## config.mk

```make
export PLATFORM = sky130hd
export DESIGN_NAME = asid_xlate_cache
export DESIGN_NICKNAME = d
export VERILOG_FILES = /design/src/rtl/xlc_pkg.sv /design/src/rtl/xlc_sat_cnt.sv /design/src/rtl/xlc_tag_store.sv /design/src/rtl/xlc_victim_pick.sv /design/src/rtl/asid_xlate_cache.sv
export SDC_FILE = /design/constraint.sdc
export NUM_CORES = 2
export LEC_CHECK = 0
export BUFFER_PORTS_ARGS = -buffer_cell sky130_fd_sc_hd__buf_2
export CAP_MARGIN = 0
export CELL_PAD_IN_SITES_DETAIL_PLACEMENT = 2
export CELL_PAD_IN_SITES_GLOBAL_PLACEMENT = 2
export CORE_ASPECT_RATIO = 0.7
export CORE_MARGIN = 2
export CORE_UTILIZATION = 44
export DETAILED_ROUTE_END_ITERATION = 8
export PLACE_DENSITY_LB_ADDON = 0.1
export SKIP_LAST_GASP = 1
export SYNTH_ARGS = -nofsm -noshare
export SYNTH_HDL_FRONTEND = slang
export SYNTH_SLANG_ARGS = --single-unit
```

## constraint.sdc

```tcl
create_clock -name clk -period 7.5 [get_ports clk]
set_input_delay 0.75 -clock clk [delete_from_list [all_inputs] [get_ports clk]]
set_output_delay 0.75 -clock clk [all_outputs]
set_load 0.02 [all_outputs]
```

## src/rtl/xlc_pkg.sv

```systemverilog
package xlc_pkg;
  // Permission flag positions inside the PERM field
  localparam int unsigned PERM_BITS   = 4;
  localparam int unsigned PB_PRESENT  = 0;
  localparam int unsigned PB_WRITE    = 1;
  localparam int unsigned PB_USER     = 2;
  localparam int unsigned PB_NOEXEC   = 3;

  // Access kind carried with a lookup and forwarded to the walker
  typedef enum logic [1:0] {
    ACC_LOAD  = 2'd0,
    ACC_STORE = 2'd1,
    ACC_FETCH = 2'd2
  } acc_e;
endpackage

```

## src/rtl/xlc_sat_cnt.sv

```systemverilog
module xlc_sat_cnt #(
  parameter int unsigned W = 32
) (
  input  logic         clk,
  input  logic         rst_n,
  input  logic         inc,
  output logic [W-1:0] cnt
);
  logic [W-1:0] cnt_q, cnt_nxt;
  logic         at_top;

  always_comb begin
    at_top  = &cnt_q;
    cnt_nxt = cnt_q;
    if (inc && !at_top) cnt_nxt = cnt_q + W'(1);
  end

  always_ff @(posedge clk or negedge rst_n) begin
    if (!rst_n) cnt_q <= '0;
    else        cnt_q <= cnt_nxt;
  end

  assign cnt = cnt_q;
endmodule

```

## src/rtl/xlc_tag_store.sv

```systemverilog
module xlc_tag_store #(
  parameter int unsigned N      = 16,
  parameter int unsigned VPN_W  = 20,
  parameter int unsigned ASID_W = 8,
  parameter int unsigned PFN_W  = 20,
  parameter int unsigned PERM_W = 4,
  parameter int unsigned IDX_W  = $clog2(N)
) (
  input  logic              clk,
  input  logic              rst_n,
  input  logic [VPN_W-1:0]  q_vpn,
  input  logic [ASID_W-1:0] q_asid,
  input  logic              wr_en,
  input  logic [IDX_W-1:0]  wr_idx,
  input  logic [VPN_W-1:0]  wr_vpn,
  input  logic [ASID_W-1:0] wr_asid,
  input  logic [PFN_W-1:0]  wr_pfn,
  input  logic [PERM_W-1:0] wr_perm,
  input  logic              inv_all,
  input  logic              inv_asid_en,
  input  logic              inv_page_en,
  input  logic [ASID_W-1:0] inv_asid,
  input  logic [VPN_W-1:0]  inv_vpn,
  output logic [N-1:0]      hit_vec,
  output logic [N-1:0]      fill_match_vec,
  output logic [N-1:0]      valid_vec,
  output logic [PFN_W-1:0]  rd_pfn,
  output logic [PERM_W-1:0] rd_perm
);
  logic [N-1:0]      valid_q, valid_nxt;
  logic [N-1:0]      asid_kill, page_kill;
  logic [VPN_W-1:0]  vpn_q  [N];
  logic [ASID_W-1:0] asid_q [N];
  logic [PFN_W-1:0]  pfn_q  [N];
  logic [PERM_W-1:0] perm_q [N];

  // Per-entry comparators: lookup key, refill key, invalidation keys
  for (genvar g = 0; g < N; g++) begin : g_cmp
    assign hit_vec[g]        = valid_q[g] && (vpn_q[g] == q_vpn) && (asid_q[g] == q_asid);
    assign fill_match_vec[g] = valid_q[g] && (vpn_q[g] == wr_vpn) && (asid_q[g] == wr_asid);
    assign asid_kill[g]      = inv_asid_en && (asid_q[g] == inv_asid);
    assign page_kill[g]      = inv_page_en && (vpn_q[g] == inv_vpn) && (asid_q[g] == inv_asid);
  end

  // Next-state of the valid bits
  always_comb begin
    valid_nxt = valid_q & ~(asid_kill | page_kill);
    if (inv_all) valid_nxt = '0;
    if (wr_en)   valid_nxt[wr_idx] = 1'b1;
  end

  always_ff @(posedge clk or negedge rst_n) begin
    if (!rst_n) valid_q <= '0;
    else        valid_q <= valid_nxt;
  end

  // Payload storage, written only under the refill enable
  always_ff @(posedge clk) begin
    if (wr_en) begin
      vpn_q[wr_idx]  <= wr_vpn;
      asid_q[wr_idx] <= wr_asid;
      pfn_q[wr_idx]  <= wr_pfn;
      perm_q[wr_idx] <= wr_perm;
    end
  end

  // OR-mux of the one-hot matching entry
  always_comb begin
    rd_pfn  = '0;
    rd_perm = '0;
    for (int i = 0; i < N; i++) begin
      if (hit_vec[i]) begin
        rd_pfn  = rd_pfn | pfn_q[i];
        rd_perm = rd_perm | perm_q[i];
      end
    end
  end

  assign valid_vec = valid_q;
endmodule

```

## src/rtl/xlc_victim_pick.sv

```systemverilog
module xlc_victim_pick #(
  parameter int unsigned N     = 16,
  parameter int unsigned IDX_W = $clog2(N)
) (
  input  logic             clk,
  input  logic             rst_n,
  input  logic [N-1:0]     valid_vec,
  input  logic [N-1:0]     match_vec,
  input  logic             commit,
  output logic [IDX_W-1:0] victim
);
  localparam logic [IDX_W-1:0] LAST = IDX_W'(N - 1);

  logic [IDX_W-1:0] rr_q, rr_nxt;
  logic [IDX_W-1:0] match_idx, free_idx;
  logic             match_any, full, evict;

  always_comb begin
    match_any = |match_vec;
    full      = &valid_vec;
    match_idx = '0;
    free_idx  = '0;
    for (int i = N - 1; i >= 0; i--) begin
      if (match_vec[i])  match_idx = IDX_W'(i);
      if (!valid_vec[i]) free_idx  = IDX_W'(i);
    end
    if (match_any)  victim = match_idx;
    else if (!full) victim = free_idx;
    else            victim = rr_q;
    evict  = commit && !match_any && full;
    rr_nxt = rr_q;
    if (evict) rr_nxt = (rr_q == LAST) ? '0 : rr_q + IDX_W'(1);
  end

  always_ff @(posedge clk or negedge rst_n) begin
    if (!rst_n) rr_q <= '0;
    else        rr_q <= rr_nxt;
  end
endmodule

```

## src/rtl/asid_xlate_cache.sv

```systemverilog
module asid_xlate_cache #(
  parameter int unsigned N      = 16,
  parameter int unsigned VPN_W  = 20,
  parameter int unsigned ASID_W = 8,
  parameter int unsigned PFN_W  = 20,
  parameter int unsigned PERM_W = xlc_pkg::PERM_BITS,
  parameter int unsigned CNT_W  = 32
) (
  input  logic              clk,
  input  logic              rst_n,
  input  logic              lk_valid,
  input  logic [VPN_W-1:0]  lk_vpn,
  input  logic [ASID_W-1:0] lk_asid,
  input  logic [1:0]        lk_acc,
  output logic              lk_hit,
  output logic [PFN_W-1:0]  lk_pfn,
  output logic [PERM_W-1:0] lk_perm,
  output logic              walk_req,
  output logic [VPN_W-1:0]  walk_vpn,
  output logic [ASID_W-1:0] walk_asid,
  output logic [1:0]        walk_acc,
  input  logic              fill_valid,
  input  logic [VPN_W-1:0]  fill_vpn,
  input  logic [ASID_W-1:0] fill_asid,
  input  logic [PFN_W-1:0]  fill_pfn,
  input  logic [PERM_W-1:0] fill_perm,
  input  logic              inv_all,
  input  logic              inv_asid_en,
  input  logic              inv_page_en,
  input  logic [ASID_W-1:0] inv_asid,
  input  logic [VPN_W-1:0]  inv_vpn,
  output logic [CNT_W-1:0]  hit_count,
  output logic [CNT_W-1:0]  miss_count
);
  localparam int unsigned IDX_W = $clog2(N);

  logic [N-1:0]     hit_vec, fill_match_vec, valid_vec;
  logic [IDX_W-1:0] victim;
  logic             any_inv, fill_ok, hit_any;
  xlc_pkg::acc_e    acc_kind;

  // Invalidation wins over a refill in the same cycle
  assign any_inv  = inv_all | inv_asid_en | inv_page_en;
  assign fill_ok  = fill_valid & ~any_inv;
  assign hit_any  = |hit_vec;
  assign acc_kind = xlc_pkg::acc_e'(lk_acc);

  xlc_tag_store #(
    .N(N), .VPN_W(VPN_W), .ASID_W(ASID_W), .PFN_W(PFN_W), .PERM_W(PERM_W), .IDX_W(IDX_W)
  ) u_store (
    .clk(clk), .rst_n(rst_n),
    .q_vpn(lk_vpn), .q_asid(lk_asid),
    .wr_en(fill_ok), .wr_idx(victim),
    .wr_vpn(fill_vpn), .wr_asid(fill_asid), .wr_pfn(fill_pfn), .wr_perm(fill_perm),
    .inv_all(inv_all), .inv_asid_en(inv_asid_en), .inv_page_en(inv_page_en),
    .inv_asid(inv_asid), .inv_vpn(inv_vpn),
    .hit_vec(hit_vec), .fill_match_vec(fill_match_vec), .valid_vec(valid_vec),
    .rd_pfn(lk_pfn), .rd_perm(lk_perm)
  );

  xlc_victim_pick #(.N(N), .IDX_W(IDX_W)) u_victim (
    .clk(clk), .rst_n(rst_n),
    .valid_vec(valid_vec), .match_vec(fill_match_vec),
    .commit(fill_ok), .victim(victim)
  );

  xlc_sat_cnt #(.W(CNT_W)) u_hits (
    .clk(clk), .rst_n(rst_n), .inc(lk_valid & hit_any), .cnt(hit_count)
  );

  xlc_sat_cnt #(.W(CNT_W)) u_misses (
    .clk(clk), .rst_n(rst_n), .inc(lk_valid & ~hit_any), .cnt(miss_count)
  );

  assign lk_hit    = lk_valid & hit_any;
  assign walk_req  = lk_valid & ~hit_any;
  assign walk_vpn  = lk_vpn;
  assign walk_asid = lk_asid;
  assign walk_acc  = acc_kind;
endmodule

```

==> results.md <==
* Initial Util at between 40 and 50%
* Pre-Repair DR Iteration Count at 6
* Pwr/cell area at roughly 220 mW/mm^2
* Crit Path Class: input pin to flop
* Yosys reg bits at ~920
* Syn avg cell area at 12.9 um^2
* CTS tree: yes
* Tcrit/Tclk final at 74.4%
* Syn Nets at 3880
* Worst-skew pair later-pin latency at about 0.77 ns
* Hold Vio Cnt, Final at 0
* Port-buffer cells at between 200 and 250
* Slew Limit Headroom at 5.91%
* Leak at between 15 and 20 nW
* CP dominant cell by count: nand4_1
* Post-CTS sizing at 0
* Syn Std Cell Area at 0.0484 mm^2
* Largest fanout on the critical path at 34
* Fin crit period at 5.58 ns
* Wirelength, routed at ~250 mm
* EDFF count, synth at around 830
* Critical Path Start Type: input pin
* Site Rows at 101
* Die height at roughly 280 um
* Total power at around 12 mW
* Synthesis-to-layout area growth at 13.0%
* Slowest CP cell: nor2_4
* Antenna-violating nets left at 0
* CP max stage delay at roughly 0.89 ns
* DR iter-0 viols at slightly below 7000
* Grt ovf at 0
* Worst Tran Pin Value at 1.41 ns
* Root Buffer: clkbuf_16
* Total track usage at approximately 43%
* Layout cells sized above 1 at 14.6%
* Tightest Hold Check Type: input pin to flop
* Top Family by Delay on Critical Path: simple AND/OR/NAND/NOR gates
* Yosys cell types at 70
* First-pass GRT wire length at between 300 and 400 mm
* Vias/cell at 7.00
* H-tree levels at 3
* Max Cap Viol at 0
* Commonest non-fill, non-tap cell in the layout: xnor2_1
* Final worst slack at between 1.5 and 2 ns
* Most frequent cells in the layout: 1006 x xnor2_1, 832 x edfxtp_1, 384 x xor2_1
* Total die area at roughly 0.11 mm^2
* Inserted Clock Buffers at between 90 and 100
* Worst Path Arrival at just under 6 ns
* Ys Warns at 0
* Req. time, crit path at 7.88 ns
* Vias at approximately 39000
* Synth async-reset ratio at a little under a tenth
* CTS Sinks at roughly 900
* Clock Tree Buf Depth at 3
* Nets at about 4100
* Synthesized netlist cell count at between 3000 and 4000
* Max VDD drop at 202 uV
* Final setup vio count at 0
* Hold buffer count at CTS at 1
* GP Congestion at between 0.9 and 1
* Clk slew on worst S/H paths at ~0.080 ns
* Max Clk Rate at ~180 MHz
* Max Slew Vio Count at 0
* DP Wirelength at ~160 mm
* Ys flop type: edfxtp_1
* Core Region at around 0.11 mm^2
* Outcome: completed
* Final setup TNS at 0 ns
* Setup bufs post-CTS at 0
* Die W at between 400 and 500 um
* Per-cell routed wire length at ~45 um
* IO Pins at ~240
* Unrepaired setup endpoints after global routing: false
* Antenna violations before repair at 8
* Clk_skew at between 0.08 and 0.09 ns
* Critical Path Sink Type: flop
* WP buf/inv at 3
* Register area share after synthesis at a little under three fifths
* Vias in the first global route at 38800
* Critical path cell sequence: buf_2, buf_4, xnor2_1, nand4_1, nor4_1, nand4_1, nand4_1, and3b_1, nand2_1, nand3_1, nand2b_1, nor2_4, buf_12
* Setup Slack @ Placement at about 1.7 ns
* Largest net degree at the start of global routing at 57
* Post-route DRC at 0
[through the flow]
| stage | utilization [%] | instances | hold slack (ns) | cell area [um^2] |
|---|---|---|---|---|
| 2_1_floorplan | - | 3760 | 0.454 | 48400 |
| 3_3_place_gp | 47.4 | 5358 | 0.469 | 51500 |
| 3_5_place_dp | 47.4 | 5358 | 0.473 | 51500 |
| 4_1_cts | 50.3 | 5533 | 0.371 | 54600 |
| 5_1_grt | 50.3 | 5533 | 0.383 | 54600 |
| 6_report | 50.3 | 5538 | 0.395 | 54600 |
[worst register-to-register path, delay by kind of cell, from the launching register on]
| kind | cells | cell delay, ns |
|---|---|---|
| buffers and inverters | 1 | 0.69 |
| flip-flops | 1 | 0.50 |
| AND/OR/NAND/NOR | 7 | 2.47 |
| AO/OA/AOI/OAI | 2 | 0.58 |
| XOR/XNOR | 1 | 0.44 |
[layout make-up]
class	instances	area [um^2]
Antenna cell	5	12.5
Sequential cell	916	27100
Multi-Input combinational cell	2571	20000
Clock inverter	48	517
Inverter	25	93.8
Timing Repair Buffer	405	2530
Tap cell	1442	1800
Fill cell	10400	54000
Clock buffer	126	2620
[synthesized netlist by cell type, types with 6 or more instances]
cell type | n | area share, %
nor3b_1 | 17 | 0.26
buf_2 | 35 | 0.36
and3_1 | 20 | 0.26
nand2b_1 | 13 | 0.17
nand3_1 | 91 | 0.94
edfxtp_1 | 832 | 52
a222oi_1 | 28 | 0.58
inv_1 | 25 | 0.19
a22oi_1 | 45 | 0.70
or2_2 | 13 | 0.17
a41oi_1 | 19 | 0.34
dfrtp_1 | 84 | 4.3
a221oi_1 | 49 | 0.89
nor4_1 | 146 | 1.9
o311ai_0 | 16 | 0.29
xor2_1 | 384 | 7.0
xnor2_1 | 1006 | 18
nand2_1 | 123 | 0.95
and2_1 | 6 | 0.078
buf_4 | 59 | 0.92
and4_1 | 25 | 0.45
clkbuf_1 | 116 | 0.90
a21oi_1 | 9 | 0.093
or4_1 | 8 | 0.12
nor3_1 | 29 | 0.30
buf_6 | 26 | 0.61
a22o_1 | 48 | 0.87
nor2_1 | 46 | 0.36
nor4_2 | 10 | 0.26
o21ai_0 | 22 | 0.23
buf_1 | 10 | 0.078
nand4_1 | 332 | 4.3
[path summary, 6_finish.rpt]
| kind | startpoint | endpoint | slack (ns) | cells after the start |
|---|---|---|---|---|
| max in group asynchronous | rst_n | u_misses.cnt[5] | 5.86 | 3 |
| hold / removal | fill_pfn[9] | u_store.pfn_q[6][9] | 0.39 | 1 |
| hold reg to reg | u_misses.cnt[29] | u_misses.cnt[29] | 0.48 | 1 |
| min in group asynchronous | rst_n | u_victim.rr_q[2] | 0.52 | 2 |
| setup / recovery | fill_vpn[0] | u_store.vpn_q[13][13] | 1.92 | 13 |
| setup reg to reg | u_store.asid_q[15][4] | u_store.vpn_q[15][12] | 2.23 | 11 |
[where the power goes]
group          switching (mW)  internal [mW]
combinational           0.925          0.338
sequential             0.0333           5.59
clock                    2.30           2.72
total                    3.26           8.64
[kinds of logic after synthesis]
logic type / after synthesis / share of synthesized area [%]
multiplexers: 2 / 0.0465
XOR/XNOR: 1390 / 25.2
AO/OA/AOI/OAI: 269 / 4.53
buffers and inverters: 273 / 3.12
flip-flops: 916 / 56.0
AND/OR/NAND/NOR: 907 / 11.1
adder cells (fa/ha/maj): 3 / 0.0776
[registers in the layout, indices dropped and copies added, names as in the netlist]
signal and count:
u_hits.cnt 32, u_misses.cnt 32, u_store.asid_q 128, u_store.perm_q 64, u_store.pfn_q 320, u_store.valid_vec 16, u_store.vpn_q 320, u_victim.rr_q 4
[layer usage]
metal | share of wire, % | track usage (%) | wire length, um
met5 | 0.0048 | 0 | 12
met4 | 5.2 | 19.9 | 13000
met3 | 14 | 14.8 | 35500
met2 | 41 | 61.5 | 102000
met1 | 39 | 59.6 | 97300
No activity file was read; power rests on OpenSTA's default activity.
